==> src/rtl/adc_ctrl_pkg.sv <==
package adc_ctrl_pkg;

  localparam int unsigned CH_W   = 5;
  localparam int unsigned ADDR_W = 2;

  localparam logic [ADDR_W-1:0] A_CHAN   = 2'd0;
  localparam logic [ADDR_W-1:0] A_MODE   = 2'd1;
  localparam logic [ADDR_W-1:0] A_RESULT = 2'd2;
  localparam logic [ADDR_W-1:0] A_LEVEL  = 2'd3;

  localparam logic [CH_W-1:0] CH_OFF = 5'b11111;

  // channel register bit positions
  localparam int unsigned CHAN_IE_BIT   = 6;
  localparam int unsigned CHAN_DONE_BIT = 7;
  // mode register bit positions
  localparam int unsigned MODE_GE_BIT   = 4;
  localparam int unsigned MODE_CMP_BIT  = 5;
  localparam int unsigned MODE_HW_BIT   = 6;
  localparam int unsigned MODE_BUSY_BIT = 7;

  typedef struct packed {
    logic hw_mode;
    logic cmp_en;
    logic cmp_ge;
  } mode_t;

endpackage

==> src/rtl/adc_regs.sv <==
module adc_regs
  import adc_ctrl_pkg::*;
#(
  parameter int unsigned RES_W  = 10,
  parameter int unsigned DATA_W = 16
) (
  input  logic                 clk,
  input  logic                 rst_n,
  input  logic                 bus_wr,
  input  logic                 bus_rd,
  input  logic [ADDR_W-1:0]    bus_addr,
  input  logic [DATA_W-1:0]    bus_wdata,
  output logic [DATA_W-1:0]    bus_rdata,
  input  logic                 busy,
  input  logic                 done,
  input  logic [RES_W-1:0]     result,
  output logic [CH_W-1:0]      chan,
  output logic                 irq_en,
  output mode_t                mode,
  output logic [RES_W-1:0]     level,
  output logic                 wr_chan,
  output logic                 rd_result
);

  logic [CH_W-1:0]  chan_q, chan_d;
  logic             ie_q, ie_d;
  mode_t            mode_q, mode_d;
  logic [RES_W-1:0] level_q, level_d;
  logic             wr_mode, wr_level;
  logic             unused_wdata;

  assign unused_wdata = ^bus_wdata;

  assign wr_chan   = bus_wr && (bus_addr == A_CHAN);
  assign wr_mode   = bus_wr && (bus_addr == A_MODE);
  assign wr_level  = bus_wr && (bus_addr == A_LEVEL);
  assign rd_result = bus_rd && (bus_addr == A_RESULT);

  always_comb begin
    chan_d  = chan_q;
    ie_d    = ie_q;
    mode_d  = mode_q;
    level_d = level_q;
    if (wr_chan) begin
      chan_d = bus_wdata[CH_W-1:0];
      ie_d   = bus_wdata[CHAN_IE_BIT];
    end
    if (wr_mode) begin
      mode_d.hw_mode = bus_wdata[MODE_HW_BIT];
      mode_d.cmp_en  = bus_wdata[MODE_CMP_BIT];
      mode_d.cmp_ge  = bus_wdata[MODE_GE_BIT];
    end
    if (wr_level) begin
      level_d = bus_wdata[RES_W-1:0];
    end
  end

  always_ff @(posedge clk or negedge rst_n) begin
    if (!rst_n) begin
      chan_q  <= CH_OFF;
      ie_q    <= 1'b0;
      mode_q  <= '0;
      level_q <= '0;
    end else begin
      chan_q  <= chan_d;
      ie_q    <= ie_d;
      mode_q  <= mode_d;
      level_q <= level_d;
    end
  end

  always_comb begin
    bus_rdata = '0;
    case (bus_addr)
      A_CHAN: begin
        bus_rdata[CH_W-1:0]     = chan_q;
        bus_rdata[CHAN_IE_BIT]   = ie_q;
        bus_rdata[CHAN_DONE_BIT] = done;
      end
      A_MODE: begin
        bus_rdata[MODE_BUSY_BIT] = busy;
        bus_rdata[MODE_HW_BIT]   = mode_q.hw_mode;
        bus_rdata[MODE_CMP_BIT]  = mode_q.cmp_en;
        bus_rdata[MODE_GE_BIT]   = mode_q.cmp_ge;
      end
      A_RESULT: bus_rdata[RES_W-1:0] = result;
      default:  bus_rdata[RES_W-1:0] = level_q;
    endcase
  end

  assign chan   = chan_q;
  assign irq_en = ie_q;
  assign mode   = mode_q;
  assign level  = level_q;

endmodule

==> src/rtl/adc_seq.sv <==
module adc_seq
  import adc_ctrl_pkg::*;
(
  input  logic            clk,
  input  logic            rst_n,
  input  logic            wr_chan,
  input  logic [CH_W-1:0] new_chan,
  input  logic [CH_W-1:0] cur_chan,
  input  logic            hw_mode,
  input  logic            hw_trig,
  input  logic            conv_done,
  output logic            busy,
  output logic            conv_start,
  output logic            conv_abort,
  output logic            accept
);

  logic busy_q, busy_d;
  logic start_q, start_d;
  logic abort_q, abort_d;
  logic trig_q;
  logic trig_rise;

  assign trig_rise = hw_trig && !trig_q;
  assign accept    = conv_done && busy_q && !wr_chan;

  always_comb begin
    busy_d  = busy_q;
    start_d = 1'b0;
    abort_d = 1'b0;
    if (wr_chan) begin
      abort_d = busy_q;
      busy_d  = 1'b0;
      if (!hw_mode && (new_chan != CH_OFF)) begin
        start_d = 1'b1;
        busy_d  = 1'b1;
      end
    end else if (accept) begin
      busy_d = 1'b0;
    end else if (hw_mode && trig_rise && !busy_q && (cur_chan != CH_OFF)) begin
      start_d = 1'b1;
      busy_d  = 1'b1;
    end
  end

  always_ff @(posedge clk or negedge rst_n) begin
    if (!rst_n) begin
      busy_q  <= 1'b0;
      start_q <= 1'b0;
      abort_q <= 1'b0;
      trig_q  <= 1'b0;
    end else begin
      busy_q  <= busy_d;
      start_q <= start_d;
      abort_q <= abort_d;
      trig_q  <= hw_trig;
    end
  end

  assign busy       = busy_q;
  assign conv_start = start_q;
  assign conv_abort = abort_q;

  AST_START_LIVE_CHAN: assert property (@(posedge clk) disable iff (!rst_n)
    conv_start |-> (cur_chan != CH_OFF));

  AST_ABORT_WAS_BUSY: assert property (@(posedge clk) disable iff (!rst_n)
    wr_chan |=> (conv_abort == $past(busy_q)));

  AST_DONE_ENDS_BUSY: assert property (@(posedge clk) disable iff (!rst_n)
    accept |=> !busy_q);

  AST_BUSY_IGNORES_TRIG: assert property (@(posedge clk) disable iff (!rst_n)
    (busy_q && !wr_chan && !conv_done) |=> (busy_q && !conv_start));

endmodule

==> src/rtl/adc_cmp.sv <==
module adc_cmp #(
  parameter int unsigned RES_W = 10
) (
  input  logic             clk,
  input  logic             rst_n,
  input  logic             accept,
  input  logic [RES_W-1:0] conv_result,
  input  logic [RES_W-1:0] level,
  input  logic             cmp_en,
  input  logic             cmp_ge,
  input  logic             clr,
  output logic [RES_W-1:0] result,
  output logic             done
);

  logic [RES_W-1:0] result_q, result_d;
  logic             done_q, done_d;
  logic             at_or_above;
  logic             match;
  logic             keep;

  assign at_or_above = (conv_result >= level);
  assign match       = cmp_ge ? at_or_above : !at_or_above;
  assign keep        = accept && (!cmp_en || match);

  always_comb begin
    result_d = result_q;
    done_d   = done_q;
    if (keep) begin
      result_d = conv_result;
      done_d   = 1'b1;
    end else if (clr) begin
      done_d = 1'b0;
    end
  end

  always_ff @(posedge clk or negedge rst_n) begin
    if (!rst_n) begin
      result_q <= '0;
      done_q   <= 1'b0;
    end else begin
      result_q <= result_d;
      done_q   <= done_d;
    end
  end

  assign result = result_q;
  assign done   = done_q;

  AST_MISS_HOLDS_RESULT: assert property (@(posedge clk) disable iff (!rst_n)
    (accept && cmp_en && !match) |=> $stable(result_q));

  AST_PLAIN_DONE_LATCH: assert property (@(posedge clk) disable iff (!rst_n)
    (accept && !cmp_en) |=> (done_q && (result_q == $past(conv_result))));

endmodule

==> src/rtl/adc_ctrl_cmp.sv <==
module adc_ctrl_cmp
  import adc_ctrl_pkg::*;
#(
  parameter int unsigned RES_W  = 10,
  parameter int unsigned DATA_W = 16
) (
  input  logic              clk,
  input  logic              rst_n,
  input  logic              bus_wr,
  input  logic              bus_rd,
  input  logic [1:0]        bus_addr,
  input  logic [DATA_W-1:0] bus_wdata,
  output logic [DATA_W-1:0] bus_rdata,
  input  logic              hw_trig,
  output logic [4:0]        conv_chan,
  output logic              conv_start,
  output logic              conv_abort,
  input  logic              conv_done,
  input  logic [RES_W-1:0]  conv_result,
  output logic              irq
);

  logic [1:0]       rst_pipe;
  logic             rst_int_n;
  logic             busy, done, accept, irq_en, wr_chan, rd_result;
  logic [CH_W-1:0]  chan;
  mode_t            mode;
  logic [RES_W-1:0] level, result;

  always_ff @(posedge clk or negedge rst_n) begin
    if (!rst_n) rst_pipe <= 2'b00;
    else        rst_pipe <= {rst_pipe[0], 1'b1};
  end
  assign rst_int_n = rst_pipe[1];

  adc_regs #(.RES_W(RES_W), .DATA_W(DATA_W)) u_regs (
    .clk(clk), .rst_n(rst_int_n),
    .bus_wr(bus_wr), .bus_rd(bus_rd), .bus_addr(bus_addr),
    .bus_wdata(bus_wdata), .bus_rdata(bus_rdata),
    .busy(busy), .done(done), .result(result),
    .chan(chan), .irq_en(irq_en), .mode(mode), .level(level),
    .wr_chan(wr_chan), .rd_result(rd_result)
  );

  adc_seq u_seq (
    .clk(clk), .rst_n(rst_int_n),
    .wr_chan(wr_chan), .new_chan(bus_wdata[CH_W-1:0]), .cur_chan(chan),
    .hw_mode(mode.hw_mode), .hw_trig(hw_trig), .conv_done(conv_done),
    .busy(busy), .conv_start(conv_start), .conv_abort(conv_abort),
    .accept(accept)
  );

  adc_cmp #(.RES_W(RES_W)) u_cmp (
    .clk(clk), .rst_n(rst_int_n),
    .accept(accept), .conv_result(conv_result), .level(level),
    .cmp_en(mode.cmp_en), .cmp_ge(mode.cmp_ge),
    .clr(wr_chan || rd_result),
    .result(result), .done(done)
  );

  assign conv_chan = chan;
  assign irq       = done && irq_en;

  AST_WRITE_CLEARS_DONE: assert property (@(posedge clk) disable iff (!rst_int_n)
    wr_chan |=> !done);

  AST_IDLE_DONE_IGNORED: assert property (@(posedge clk) disable iff (!rst_int_n)
    (conv_done && !busy && !wr_chan && !rd_result) |=> ($stable(done) && $stable(result)));

endmodule

==> config.mk <==
export PLATFORM = sky130hd
export DESIGN_NAME = adc_ctrl_cmp
export DESIGN_NICKNAME = d
export VERILOG_FILES = /design/src/rtl/adc_ctrl_pkg.sv /design/src/rtl/adc_regs.sv /design/src/rtl/adc_seq.sv /design/src/rtl/adc_cmp.sv /design/src/rtl/adc_ctrl_cmp.sv
export SDC_FILE = /design/constraint.sdc
export NUM_CORES = 1
export LEC_CHECK = 0
export BUFFER_PORTS_ARGS = -buffer_cell sky130_fd_sc_hd__buf_4
export CAP_MARGIN = 30
export CELL_PAD_IN_SITES_DETAIL_PLACEMENT = 0
export CELL_PAD_IN_SITES_GLOBAL_PLACEMENT = 1
export CORE_UTILIZATION = 30
export DETAILED_ROUTE_END_ITERATION = 6
export GPL_TIMING_DRIVEN = 0
export MAX_ROUTING_LAYER = met4
export PLACE_DENSITY = 0.71
export SYNTH_ARGS = -nofsm -noshare
export SYNTH_HDL_FRONTEND = slang
export SYNTH_SLANG_ARGS = --single-unit
==> constraint.sdc <==
create_clock -name clk -period 1.2 [get_ports clk]
set_input_delay 0.12 -clock clk [delete_from_list [all_inputs] [get_ports clk]]
set_output_delay 0.12 -clock clk [all_outputs]
set_load 0.01 [all_outputs]
==> flow_summary_export.csv <==
group,metric,value,unit
synthesis,synth_cells,159,
timing,period_share,180,%
critical_path,crit_top_cell,"a211o_1",
floorplan,die_w,83.9,µm
detailed_routing,ant_nets,0,
grt,antenna_found_initial,0,
critical_path,path_class,"reg2reg",
critical_path,required,1370,ps
timing,setup_slack,-961,ps
grt,grt_usage,14.4,%
place,numPortBuffers,43,
cts,cts_root_buf,"clkbuf_8",
synthesis,yosys_warnings,0,
detailed_routing,first_pass_iters,7,
min_path,hp-class,"in2reg",
status,violations,"DRC, setup timing",
status,outcome,"finished, violations left",
power_and_ir_drop,p_leak,1.36,nW
critical_path,worst_path_largest_cell_delay,400,ps
detailed_routing,viasPerCell,4.71,
timing,slew_viol_final,0,
place,dp_cells,284,
final_layout,drive_gt1_share,57.1,%
synthesis,synth_area,0.00201,mm²
timing,hold_viol,0,
detailed_routing,vias,1427,
critical_path,crit_slowest_cell,"dfrtp_1",
final_layout,syn_to_final_growth,38.5,%
final_layout,layout.nets,269,
critical_path,arrival,2330,ps
timing,worstMarginPinSlew,767,ps
timing,final.min_clock_period,2160,ps
cts,tritoncts,"done",
floorplan,ios,58,
power_and_ir_drop,p_per_area,1540,mW/mm²
critical_path,cp_max_fo,5,
final_layout,n_fill_cell,604,
floorplan,fp-row-count,29,
floorplan,core_area,0.00642,mm²
critical_path,startpoint_type,"register",
place,gp_congestion,0.734,
critical_path,endpoint_kind,"register",
grt,overflow,0,
cts,cts.htree.levels,2,
detailed_routing,finalWirelength,4780,µm
timing,rsz0062_at_grt,"true",
synthesis,synth-edff-count,0,
floorplan,die_h,83.9,µm
cts,clkLatencyLatePin,290,ps
synthesis,synth_cell_types,35,
synthesis,ys_seq_area_share,45.1,%
detailed_routing,drtIter0Drc,96,
grt,grt_max_degree,35,
cts,cts.sinks,36,
synthesis,avgSynthCellArea,12.6,µm²
synthesis,async_reset_ff_share,100,%
timing,final-setup-viol-count,21,
cts,cts_buffers,5,
detailed_routing,drcViolationCount,11,
cts,clockBufferDepth,2,
synthesis,synth-seq-cells,36,
final_layout,n_antenna_cell,0,
run,cap_viol_max_count,0,
timing,whs,12.7,ps
power_and_ir_drop,ir_drop,0.000707,V
timing,fmax,0.463,GHz
power_and_ir_drop,total_power,4.28,mW
final_layout,layoutNonFillerInstCount,303,
critical_path,crit_chain,"inv_1 > ha_4 > a21o_4 > a211o_1 > a211o_1 > o211ai_2 > buf_6 > mux2_4",
timing,slew_headroom,48.9,%
critical_path,r2r_slack,-960,ps
timing,finClkSkew,11.0,ps
floorplan,die-area,0.00703,mm²
synthesis,synth_ff_type,"dfrtp_1",
grt,grt_pass1_vias,1487,
floorplan,initial_core_util,31.3,%
place,dp_hpwl,3280,µm
cts,clk_pin_slew,80,ps
timing,fin_setup_tns,-12050,ps
grt,grt_pass1_wl,7600,µm
final_layout,fin_util,43.3,%
detailed_routing,wl_per_cell,15.8,µm
-- critical path: cells and delay by family, from the launching register on --
family	cells	cell delay [ps]
AOI/OAI and AO/OA	4	840
DFF	1	400
muxes	1	300
buffers and inverters	2	290
adders and majority gates	1	210
-- cell families after synthesis --
logic type | synth area share, %
simple gates | 7.84
compound gates | 8.34
mux | 25.6
other cells | 0.374
flops | 45.1
buf+inv | 6.53
fa+ha+maj | 6.22
-- placed cells by master, fill, tap and decap left out, types with 2 or more instances in the layout --
cell type / count
mux2i_1: 3
a211o_1: 2
a21o_1: 3
dfstp_2: 5
o21ai_0: 2
buf_6: 16
mux2_4: 15
clkbuf_8: 5
ha_4: 2
inv_1: 9
conb_1: 7
a22o_1: 4
clkbuf_1: 2
and4_1: 2
mux4_2: 3
o21bai_1: 2
nor2_1: 3
dlygate4sd3_1: 2
dfrtp_1: 29
buf_4: 46
nand2_2: 2
ha_1: 8
nor2b_1: 3
mux2_2: 19
nand2_1: 7
nand3_1: 3
and2_4: 2
dfrtp_2: 2
-- cells in the mapped netlist, drive strengths merged, types with 4 or more instances --
cell type,count,share of area [%]
nand2,9,1.7
mux2,34,21
buf,10,4.3
dfrtp,31,39
ha,10,6.2
a22o,4,1.7
dfstp,5,6.5
a21o,4,1.5
inv,10,1.9
nand3,4,1.2
-- power by group --
| group | switching (mW) | leakage, nW | total [mW] | internal (mW) |
|---|---|---|---|---|
| logic | 0.581 | 0.891 | 1.63 | 1.05 |
| registers | 0.250 | 0.424 | 1.81 | 1.56 |
| clock network | 0.431 | 0.0422 | 0.839 | 0.408 |
| total | 1.26 | 1.36 | 4.28 | 3.02 |
-- area by class of cell --
type / instances / area (µm²) / share of cell area, %
well taps: 77 / 96.3 / 3.46
plain buffers: 12 / 98.8 / 3.55
flip-flops and latches: 36 / 910 / 32.7
multi-input cells: 106 / 1100 / 39.6
clock inverters: 1 / 5.00 / 0.180
inverters: 10 / 37.5 / 1.35
clock buffers: 7 / 76.3 / 2.74
repair buffers: 54 / 459 / 16.5
-- sequential cells by signal, summed over array words and instances, names as in the netlist, 2 cells and up --
signal and flops:
rst_pipe 2, u_cmp.result 10, u_regs.level 10, u_regs.chan 5, u_regs.mode 3
-- through the flow --
step,area (µm²),setup slack [ps]
floorplan,2040,-823
finish,2780,-961
global route,2780,-1040
global placement,2460,-934
detailed placement,2460,-961
CTS,2710,-940
-- per-layer routing --
layer | up-vias | track usage [%] | share of wire (%)
met2 | 45 | 21.2 | 46
met5 | - | - | 0
met3 | 6 | 3.26 | 5.5
met4 | 0 | 3.76 | 0.88
met1 | 690 | 20.0 | 48
li1 | 686 | - | -
-- what timing repair did --
action	CTS	global route
hold buffers	2	0
setup buffers	6	4
setup endpoints to repair	19	24
cloned	1	0
gates resized for setup	24	15
pin swaps	4	3
endpoints found under the hold margin	3	0
-- worst paths after layout --
kind,startpoint,endpoint,depth (start not counted)
max,u_regs.level[7],u_cmp.result[2],8
min,conv_done,u_seq.busy,2
max reg2reg,u_regs.level[7],u_cmp.result[2],8
min reg2reg,rst_pipe[1],u_regs.mode[0],0
max in group asynchronous,rst_pipe[1],u_seq.busy,0
min in group asynchronous,rst_n,rst_pipe[1],2
(Power assumes the default switching activity.)
